$ cat config.mk
export PLATFORM = sky130hd
export DESIGN_NAME = boot_cfg_loader
export DESIGN_NICKNAME = d
export VERILOG_FILES = /design/src/rtl/boot_cfg_pkg.sv /design/src/rtl/boot_fetch_fsm.sv /design/src/rtl/boot_cfg_reg.sv /design/src/rtl/boot_mode_dec.sv /design/src/rtl/boot_cfg_loader.sv
export SDC_FILE = /design/constraint.sdc
export NUM_CORES = 1
export LEC_CHECK = 0
export ABC_AREA = 1
export BUFFER_PORTS_ARGS = -buffer_cell sky130_fd_sc_hd__buf_2
export CAP_MARGIN = 20
export CORE_MARGIN = 2
export CORE_UTILIZATION = 37
export DETAILED_ROUTE_END_ITERATION = 12
export GPL_TIMING_DRIVEN = 0
export HOLD_SLACK_MARGIN = 0.1
export PLACE_DENSITY = 0.8
export SLEW_MARGIN = 5
export SYNTH_ARGS = -nofsm -noshare
export SYNTH_HDL_FRONTEND = slang
export SYNTH_SLANG_ARGS = --single-unit
$ cat constraint.sdc
create_clock -name clk_i -period 2.48 [get_ports clk_i]
set_input_delay 0.496 -clock clk_i [delete_from_list [all_inputs] [get_ports clk_i]]
set_output_delay 0.496 -clock clk_i [all_outputs]
set_load 0.1 [all_outputs]
$ cat src/rtl/boot_cfg_pkg.sv
package boot_cfg_pkg;
  localparam int CFG_W = 8;

  // bit positions read by the decoder
  localparam int B_TGL    = 6;
  localparam int B_PINMOD = 4;
  localparam int B_ROMSEL = 3;
  localparam int B_INTMEM = 2;
  localparam int B_RAM    = 1;
  localparam int B_CPU    = 0;

  typedef enum logic [1:0] {ST_START = 2'd0, ST_WAIT = 2'd1, ST_RUN = 2'd2} fetch_st_e;
  typedef enum logic [1:0] {SRC_IROM = 2'd0, SRC_TROM = 2'd1, SRC_EXT = 2'd2} prog_src_e;

  typedef struct packed {
    logic      bus_mode;
    prog_src_e src;
    logic      ram_en;
    logic      cpu_en;
  } sys_mode_t;

  localparam sys_mode_t SAFE_MODE = '{bus_mode: 1'b0, src: SRC_IROM, ram_en: 1'b0, cpu_en: 1'b0};

  function automatic sys_mode_t decode_cfg(input logic [CFG_W-1:0] c, input logic test);
    sys_mode_t m;
    m.cpu_en = c[B_CPU];
    m.ram_en = c[B_RAM];
    if (!c[B_INTMEM])      m.src = SRC_EXT;
    else if (c[B_ROMSEL])  m.src = SRC_IROM;
    else                   m.src = SRC_TROM;
    if (c[B_PINMOD])       m.bus_mode = 1'b0;
    else if (c[B_TGL])     m.bus_mode = ~test;
    else                   m.bus_mode = 1'b1;
    return m;
  endfunction
endpackage

$ cat src/rtl/boot_fetch_fsm.sv
module boot_fetch_fsm
  import boot_cfg_pkg::*;
#(
  parameter int              ADDR_W    = 24,
  parameter logic [ADDR_W-1:0] BOOT_ADDR = 24'h00FFF3
) (
  input  logic              clk_i,
  input  logic              rst_ni,
  input  logic              test_pin_i,
  input  logic              imem_rvalid_i,
  input  logic              xbus_rvalid_i,
  output logic              imem_req_o,
  output logic              xbus_req_o,
  output logic [ADDR_W-1:0] addr_o,
  output logic              ext_sel_o,
  output logic              capture_o,
  output logic              run_o
);
  fetch_st_e st_q;
  logic      ext_q;
  logic      pend;
  logic      rvalid_sel;

  assign pend       = (st_q == ST_WAIT);
  assign rvalid_sel = ext_q ? xbus_rvalid_i : imem_rvalid_i;
  assign capture_o  = pend && rvalid_sel;
  assign imem_req_o = pend && !ext_q;
  assign xbus_req_o = pend && ext_q;
  assign addr_o     = BOOT_ADDR;
  assign ext_sel_o  = ext_q;
  assign run_o      = (st_q == ST_RUN);

  always_ff @(posedge clk_i or negedge rst_ni) begin
    if (!rst_ni) begin
      st_q  <= ST_START;
      ext_q <= 1'b0;
    end else begin
      unique case (st_q)
        ST_START: begin
          ext_q <= test_pin_i;
          st_q  <= ST_WAIT;
        end
        ST_WAIT: if (rvalid_sel) st_q <= ST_RUN;
        default: st_q <= ST_RUN;
      endcase
    end
  end

  // request held until the selected port answers
  a_r1_req_held: assert property (@(posedge clk_i) disable iff (!rst_ni)
    ((imem_req_o && !imem_rvalid_i) || (xbus_req_o && !xbus_rvalid_i)) |=> (imem_req_o || xbus_req_o));
  a_r1_no_second_req: assert property (@(posedge clk_i) disable iff (!rst_ni)
    run_o |=> (!imem_req_o && !xbus_req_o));
endmodule

$ cat src/rtl/boot_cfg_reg.sv
module boot_cfg_reg
  import boot_cfg_pkg::*;
(
  input  logic             clk_i,
  input  logic             rst_ni,
  input  logic             capture_i,
  input  logic             ext_sel_i,
  input  logic             run_i,
  input  logic [CFG_W-1:0] imem_rdata_i,
  input  logic [CFG_W-1:0] xbus_rdata_i,
  input  logic             sw_we_i,
  input  logic [CFG_W-1:0] sw_wdata_i,
  output logic [CFG_W-1:0] cfg_o
);
  logic [CFG_W-1:0] cfg_q;
  logic [CFG_W-1:0] fetch_data;

  assign fetch_data = ext_sel_i ? xbus_rdata_i : imem_rdata_i;
  assign cfg_o      = cfg_q;

  always_ff @(posedge clk_i or negedge rst_ni) begin
    if (!rst_ni)               cfg_q <= '0;
    else if (capture_i)        cfg_q <= fetch_data;
    else if (run_i && sw_we_i) cfg_q <= sw_wdata_i;
  end

  a_r3_capture: assert property (@(posedge clk_i) disable iff (!rst_ni)
    capture_i |=> (cfg_o == $past(ext_sel_i ? xbus_rdata_i : imem_rdata_i)));
  a_r10_no_write_busy: assert property (@(posedge clk_i) disable iff (!rst_ni)
    (!run_i && !capture_i) |=> $stable(cfg_o));
endmodule

$ cat src/rtl/boot_mode_dec.sv
module boot_mode_dec
  import boot_cfg_pkg::*;
(
  input  logic             clk_i,
  input  logic             rst_ni,
  input  logic             run_i,
  input  logic [CFG_W-1:0] cfg_i,
  input  logic             test_pin_i,
  output logic             valid_o,
  output logic             bus_mode_o,
  output logic [1:0]       src_o,
  output logic             ram_en_o,
  output logic             cpu_en_o
);
  sys_mode_t mode_q;
  logic      valid_q;

  always_ff @(posedge clk_i or negedge rst_ni) begin
    if (!rst_ni) begin
      mode_q  <= SAFE_MODE;
      valid_q <= 1'b0;
    end else begin
      mode_q  <= run_i ? decode_cfg(cfg_i, test_pin_i) : SAFE_MODE;
      valid_q <= run_i;
    end
  end

  assign valid_o    = valid_q;
  assign bus_mode_o = mode_q.bus_mode;
  assign src_o      = mode_q.src;
  assign ram_en_o   = mode_q.ram_en;
  assign cpu_en_o   = mode_q.cpu_en;

  a_r4_safe_while_busy: assert property (@(posedge clk_i) disable iff (!rst_ni)
    !run_i |=> (!valid_o && !cpu_en_o && !ram_en_o && !bus_mode_o && src_o == 2'd0));
  a_r7_src_legal: assert property (@(posedge clk_i) disable iff (!rst_ni)
    valid_o |-> (src_o != 2'd3));
endmodule

$ cat src/rtl/boot_cfg_loader.sv
module boot_cfg_loader
  import boot_cfg_pkg::*;
#(
  parameter int                ADDR_W    = 24,
  parameter logic [ADDR_W-1:0] BOOT_ADDR = 24'h00FFF3
) (
  input  logic              clk_i,
  input  logic              rst_ni,
  input  logic              test_pin_i,
  output logic              imem_req_o,
  output logic [ADDR_W-1:0] imem_addr_o,
  input  logic [7:0]        imem_rdata_i,
  input  logic              imem_rvalid_i,
  output logic              xbus_req_o,
  output logic [ADDR_W-1:0] xbus_addr_o,
  input  logic [7:0]        xbus_rdata_i,
  input  logic              xbus_rvalid_i,
  input  logic              sw_we_i,
  input  logic [7:0]        sw_wdata_i,
  output logic [7:0]        cfg_q_o,
  output logic              cfg_valid_o,
  output logic              pin_bus_mode_o,
  output logic [1:0]        prog_src_o,
  output logic              ram_en_o,
  output logic              cpu_en_o
);
  logic              ext_sel, capture, run;
  logic [ADDR_W-1:0] addr;
  logic [CFG_W-1:0]  cfg;

  boot_fetch_fsm #(.ADDR_W(ADDR_W), .BOOT_ADDR(BOOT_ADDR)) u_fsm (
    .clk_i, .rst_ni, .test_pin_i,
    .imem_rvalid_i, .xbus_rvalid_i,
    .imem_req_o, .xbus_req_o,
    .addr_o(addr), .ext_sel_o(ext_sel), .capture_o(capture), .run_o(run)
  );

  boot_cfg_reg u_reg (
    .clk_i, .rst_ni,
    .capture_i(capture), .ext_sel_i(ext_sel), .run_i(run),
    .imem_rdata_i, .xbus_rdata_i, .sw_we_i, .sw_wdata_i,
    .cfg_o(cfg)
  );

  boot_mode_dec u_dec (
    .clk_i, .rst_ni, .run_i(run), .cfg_i(cfg), .test_pin_i,
    .valid_o(cfg_valid_o), .bus_mode_o(pin_bus_mode_o), .src_o(prog_src_o),
    .ram_en_o, .cpu_en_o
  );

  assign imem_addr_o = addr;
  assign xbus_addr_o = addr;
  assign cfg_q_o     = cfg;
endmodule

### Word level (Yosys, flattened, before mapping)

Cells that the tools add are included.

| cells by class | value |
|---|---|
| equality and inequality tests | 3 |
| muxes and demuxes | 11 |
| bitwise logic cells | 1 |
| reduce and logical (&&, ||, !) cells | 7 |

Operators by type and width:

| cell | number |
|---|---|
| two-way mux 8 bit | 3 |
| two-way mux 5 bit | 1 |
| logical AND 1 bit | 4 |
| two-way mux 1 bit | 4 |
| two-way mux 2 bit | 2 |
| case mux 2 bit (2 select lines) | 1 |
| equality test 2 x 1 -> 1 bit (second input constant) | 1 |
| equality test 2 bit (second input constant) | 1 |
| logical NOT 2 bit | 1 |
| != test 2 bit (second input constant) | 1 |
| nonzero test 2 bit | 1 |
| logical NOT 1 bit | 1 |
| inverter 1 bit | 1 |

| storage, ports and cells | value |
|---|---|
| register bits after elaboration | 17 |
| bits of input ports | 30 |
| output and inout bits | 64 |
| word-level logic and storage cells | 30 |

### Logic depth before layout (Yosys ltp)

| depth | value |
|---|---|
| depth after elaboration | 4 |
| gate-level depth with buffers | 8 |
| depth with buffers taken out | 7 |

### By module

A second synthesis with hierarchy kept.

| second synthesis, totals | value |
|---|---|
| cell total of the unflattened synthesis | 173 |
| area, all modules | 1260.0 um2 |

By module, submodules not included:

| module | times used | cells an instance | area an instance (um2) | sequential area each (um2) |
|---|---|---|---|---|
| boot_cfg_reg | 1 | 78 | 526.8 | 200.2 |
| boot_fetch_fsm | 1 | 52 | 354.1 | 75.1 |
| boot_mode_dec | 1 | 19 | 198.9 | 150.1 |
| boot_cfg_loader | 1 | 24 | 180.2 | 0.0 |

### Least setup slack after synthesis

OpenSTA, ideal clock, no wires.

| timing | value |
|---|---|
| path type | reg2out |
| start | register u_fsm.st_q[1] |
| end | output port imem_req_o |
| arrival time | 1980 ps |
| data required time | 1984 ps |
| setup slack | 4 ps |
| stages on the path, launching flop included | 4 |
| path through | dfrtp_1 -> nor2_4 -> inv_1 -> nor2_1 |

| between the ends | value |
|---|---|
| cells in the longest elaborated chain, start to end | 2 |

Ends and longest elaborated chain:

| what | line | RTL |
|---|---|---|
| start: declaration | boot_fetch_fsm.sv:19 | `fetch_st_e st_q;` |
| start signal: assignment | boot_fetch_fsm.sv:35 | `st_q <= ST_START;` |
| start signal: assignment | boot_fetch_fsm.sv:41 | `st_q <= ST_WAIT;` |
| start signal: assignment | boot_fetch_fsm.sv:43 | `ST_WAIT: if (rvalid_sel) st_q <= ST_RUN;` |
| equality test 2 x 1 -> 1 bit | boot_fetch_fsm.sv:24 | `assign pend = (st_q == ST_WAIT);` |
| logical AND 1 bit | boot_fetch_fsm.sv:27 | `assign imem_req_o = pend && !ext_q;` |
| end: declaration | boot_cfg_loader.sv:10 | `output logic imem_req_o,` |

Every way passes these cells.

### Worst setup path in the final report

Ends and elaborated chain as after synthesis.

==> run metrics <==
WL final around 2600 um; starting density of the core between 30% and 40%; clock sink count 17; unrepaired setup endpoints after global routing no; reg2reg setup slack approximately 1.2 ns; Post-synth EDFFs 0; Clock Tree Buf Depth 2; post-CTS sizing 0; worst r2r dst u_reg.cfg_o[2]; Vias 1140; largest net degree at the start of global routing 18; PortBufs 45; Reg clk slew, reported paths around 0.10 ns; area share of the largest cell type after synthesis 33.7%; Internal between 600 and 700 uW; number of global-route vias before repair ~1000; Core Util, Final a little over half; Initial DRC Count 53; worst skew pair latency 0.28 ns; fin. max-slew vios 0; top cells by count, synth buf_4 (49), nand2_1 (42), nand3_1 (20); Syn Area/Cell roughly 7.4 um2; num ports 94; warnings from Yosys 0; n_diodes 0; hpwl dp around 2200 um; worst path arrival time 1.64 ns; Yosys reg bits 17; status finished, final reports clean; GR Overflow Total 0; first-pass GRT wire length between 4000 and 5000 um; sw power approximately 1300 uW; initial antenna violation count 0; Sequential Power Share a little over a fifth; startpoint types flip-flop; setup tns final 0 ns; Yosys cell types 19; layout cells sized above 1 39.8%; Pleak 0.00110 uW; r2r worst-path depth 8; CP Max Fanout 10; Pre-antenna DRT Iters 4; P&R area growth vs syn 38.2%; post-CTS setup repair buffer count 0; H-tree depth reported by CTS 1; Final #Nets 297; TritonCTS clock tree yes; crit path launch u_fsm.st_q[1]; post-layout min period 2.13 ns; Clock power frac about 7.4%; ys async rst share 100%; switching portion of total power 66.9%; post-synth top area cell dfrtp_1; final hold vios 0; Primary FF master, synth dfrtp_1; CORE AREA 3310 um2; FP Rows 21; critical path class flip-flop to output pin; Layout Skew around 0.00074 ns; Seq/Total Area, Yosys ~34%; worst vdd ir 276 uV; Peak Freq around 470 MHz; DR DRC count 0; Die W 62.4 um; Die Y slightly above 60 um; Hold Buf Count CTS 0; Reg2Reg Launch Point u_fsm.ext_sel_o; min-delay worst type input port to asynchronous set/reset pin; RD Place Congestion between 0.7 and 0.8; synthesized cell area ~1300 um2; Max-Cap Viols 0; Vias/cell ~3.7; cell chosen for the clock root clkbuf_4; die area around 3900 um2; Total GRT Usage 13.3%; combinational share of power a little under three quarters; PD cells ~1100 nW/um2; CP required roughly 2.0 ns; TritonCTS buffer count 3; routed len/inst roughly 8.4 um; Routed Antenna Nets 0; synth top area cells dfrtp_1 (34%), buf_4 (29%), nand2_1 (13%); Setup-failing EPs final 0; Synth Instances ~170; most common cell in the netlist buf_4; period utilisation layout a little under nine tenths; CP endpoint kind output pin
how the worst max path moves through the flow:
stage,end,depth (start not counted)
6_report,imem_req_o,4
5_1_grt,imem_req_o,5
4_1_cts,imem_req_o,4
3_5_place_dp,imem_req_o,4
3_3_place_gp,xbus_req_o,4
2_1_floorplan,imem_req_o,3
registers in the layout, summed over array words and instances, names as in the netlist:
name	flops
u_reg.cfg_o	8
u_dec.valid_o	1
u_dec.bus_mode_o	1
u_dec.cpu_en_o	1
u_dec.src_o	2
u_fsm.st_q	2
u_fsm.ext_sel_o	1
u_dec.ram_en_o	1
cells in the final DEF, fill, tap and decap left out:
cell type   n
buf_6       1
o21ai_0     1
a211oi_1    1
clkbuf_1    1
dfrtp_1    17
nand4_1     1
buf_2      46
inv_1      18
nand2_4     2
a21oi_1     1
conb_1     48
nor2_2      1
nand2_1    42
inv_2       1
o21ai_1     1
nand3_1    20
clkbuf_4    3
nand2_2     2
buf_4      49
nor2_1      9
nor2_4      1
metrics by stage:
stage | setup slack (ns) | cells | power, uW | cell area (um2) | hold WS [ns]
after floorplan | 0.00377 | 217 | 1660 | 1430 | 0.200
after global placement | 0.677 | 308 | 1840 | 1720 | 0.427
after detailed placement | 0.667 | 308 | 1850 | 1720 | 0.430
after CTS | 0.332 | 312 | 1990 | 1740 | 0.116
after global routing | 0.229 | 312 | 2080 | 1740 | 0.129
final | 0.348 | 312 | 1990 | 1740 | 0.105
power by group through the flow:
stage                     Sequential [uW]  Combinational [uW]  Clock [uW]
after floorplan                      1040                 621           0
after global placement                427                1410           0
after detailed placement              431                1420           0
after CTS                             424                1420         147
after global routing                  435                1490         161
final                                 425                1420         147
area by class of cell:
cell class              count  area (um2)
repair buffers             45         225
flip-flops and latches     17         425
plain buffers              51         384
well taps                  46        57.6
clock buffers               4        26.3
fillers                   340        1570
multi-input cells         130         553
inverters                  19        71.3
routing by layer:
layer	up-vias	global-route usage, %	part of all wire (%)
met5	-	0	0
met4	0	4.17	1.1
met3	5	3.42	10
met2	54	24.0	49
met1	468	15.5	39
li1	613	-	-
cells by family (layout without fill, tap and decap cells):
logic type	count (synthesis)	in the layout	synth area share (%)
and+or+nand+nor	78	78	27.8
other	2	48	0.595
AOI/OAI and AO/OA	4	4	1.78
DFF	17	17	33.7
buffers and inverters	70	119	36.1
critical path: stages (launching register included):
cell and delay, ns:
dfrtp_1 0.45, nor2_4 0.29, inv_1 0.09, nor2_1 0.09, buf_2 0.43
Power figures use the tool's default switching activity.
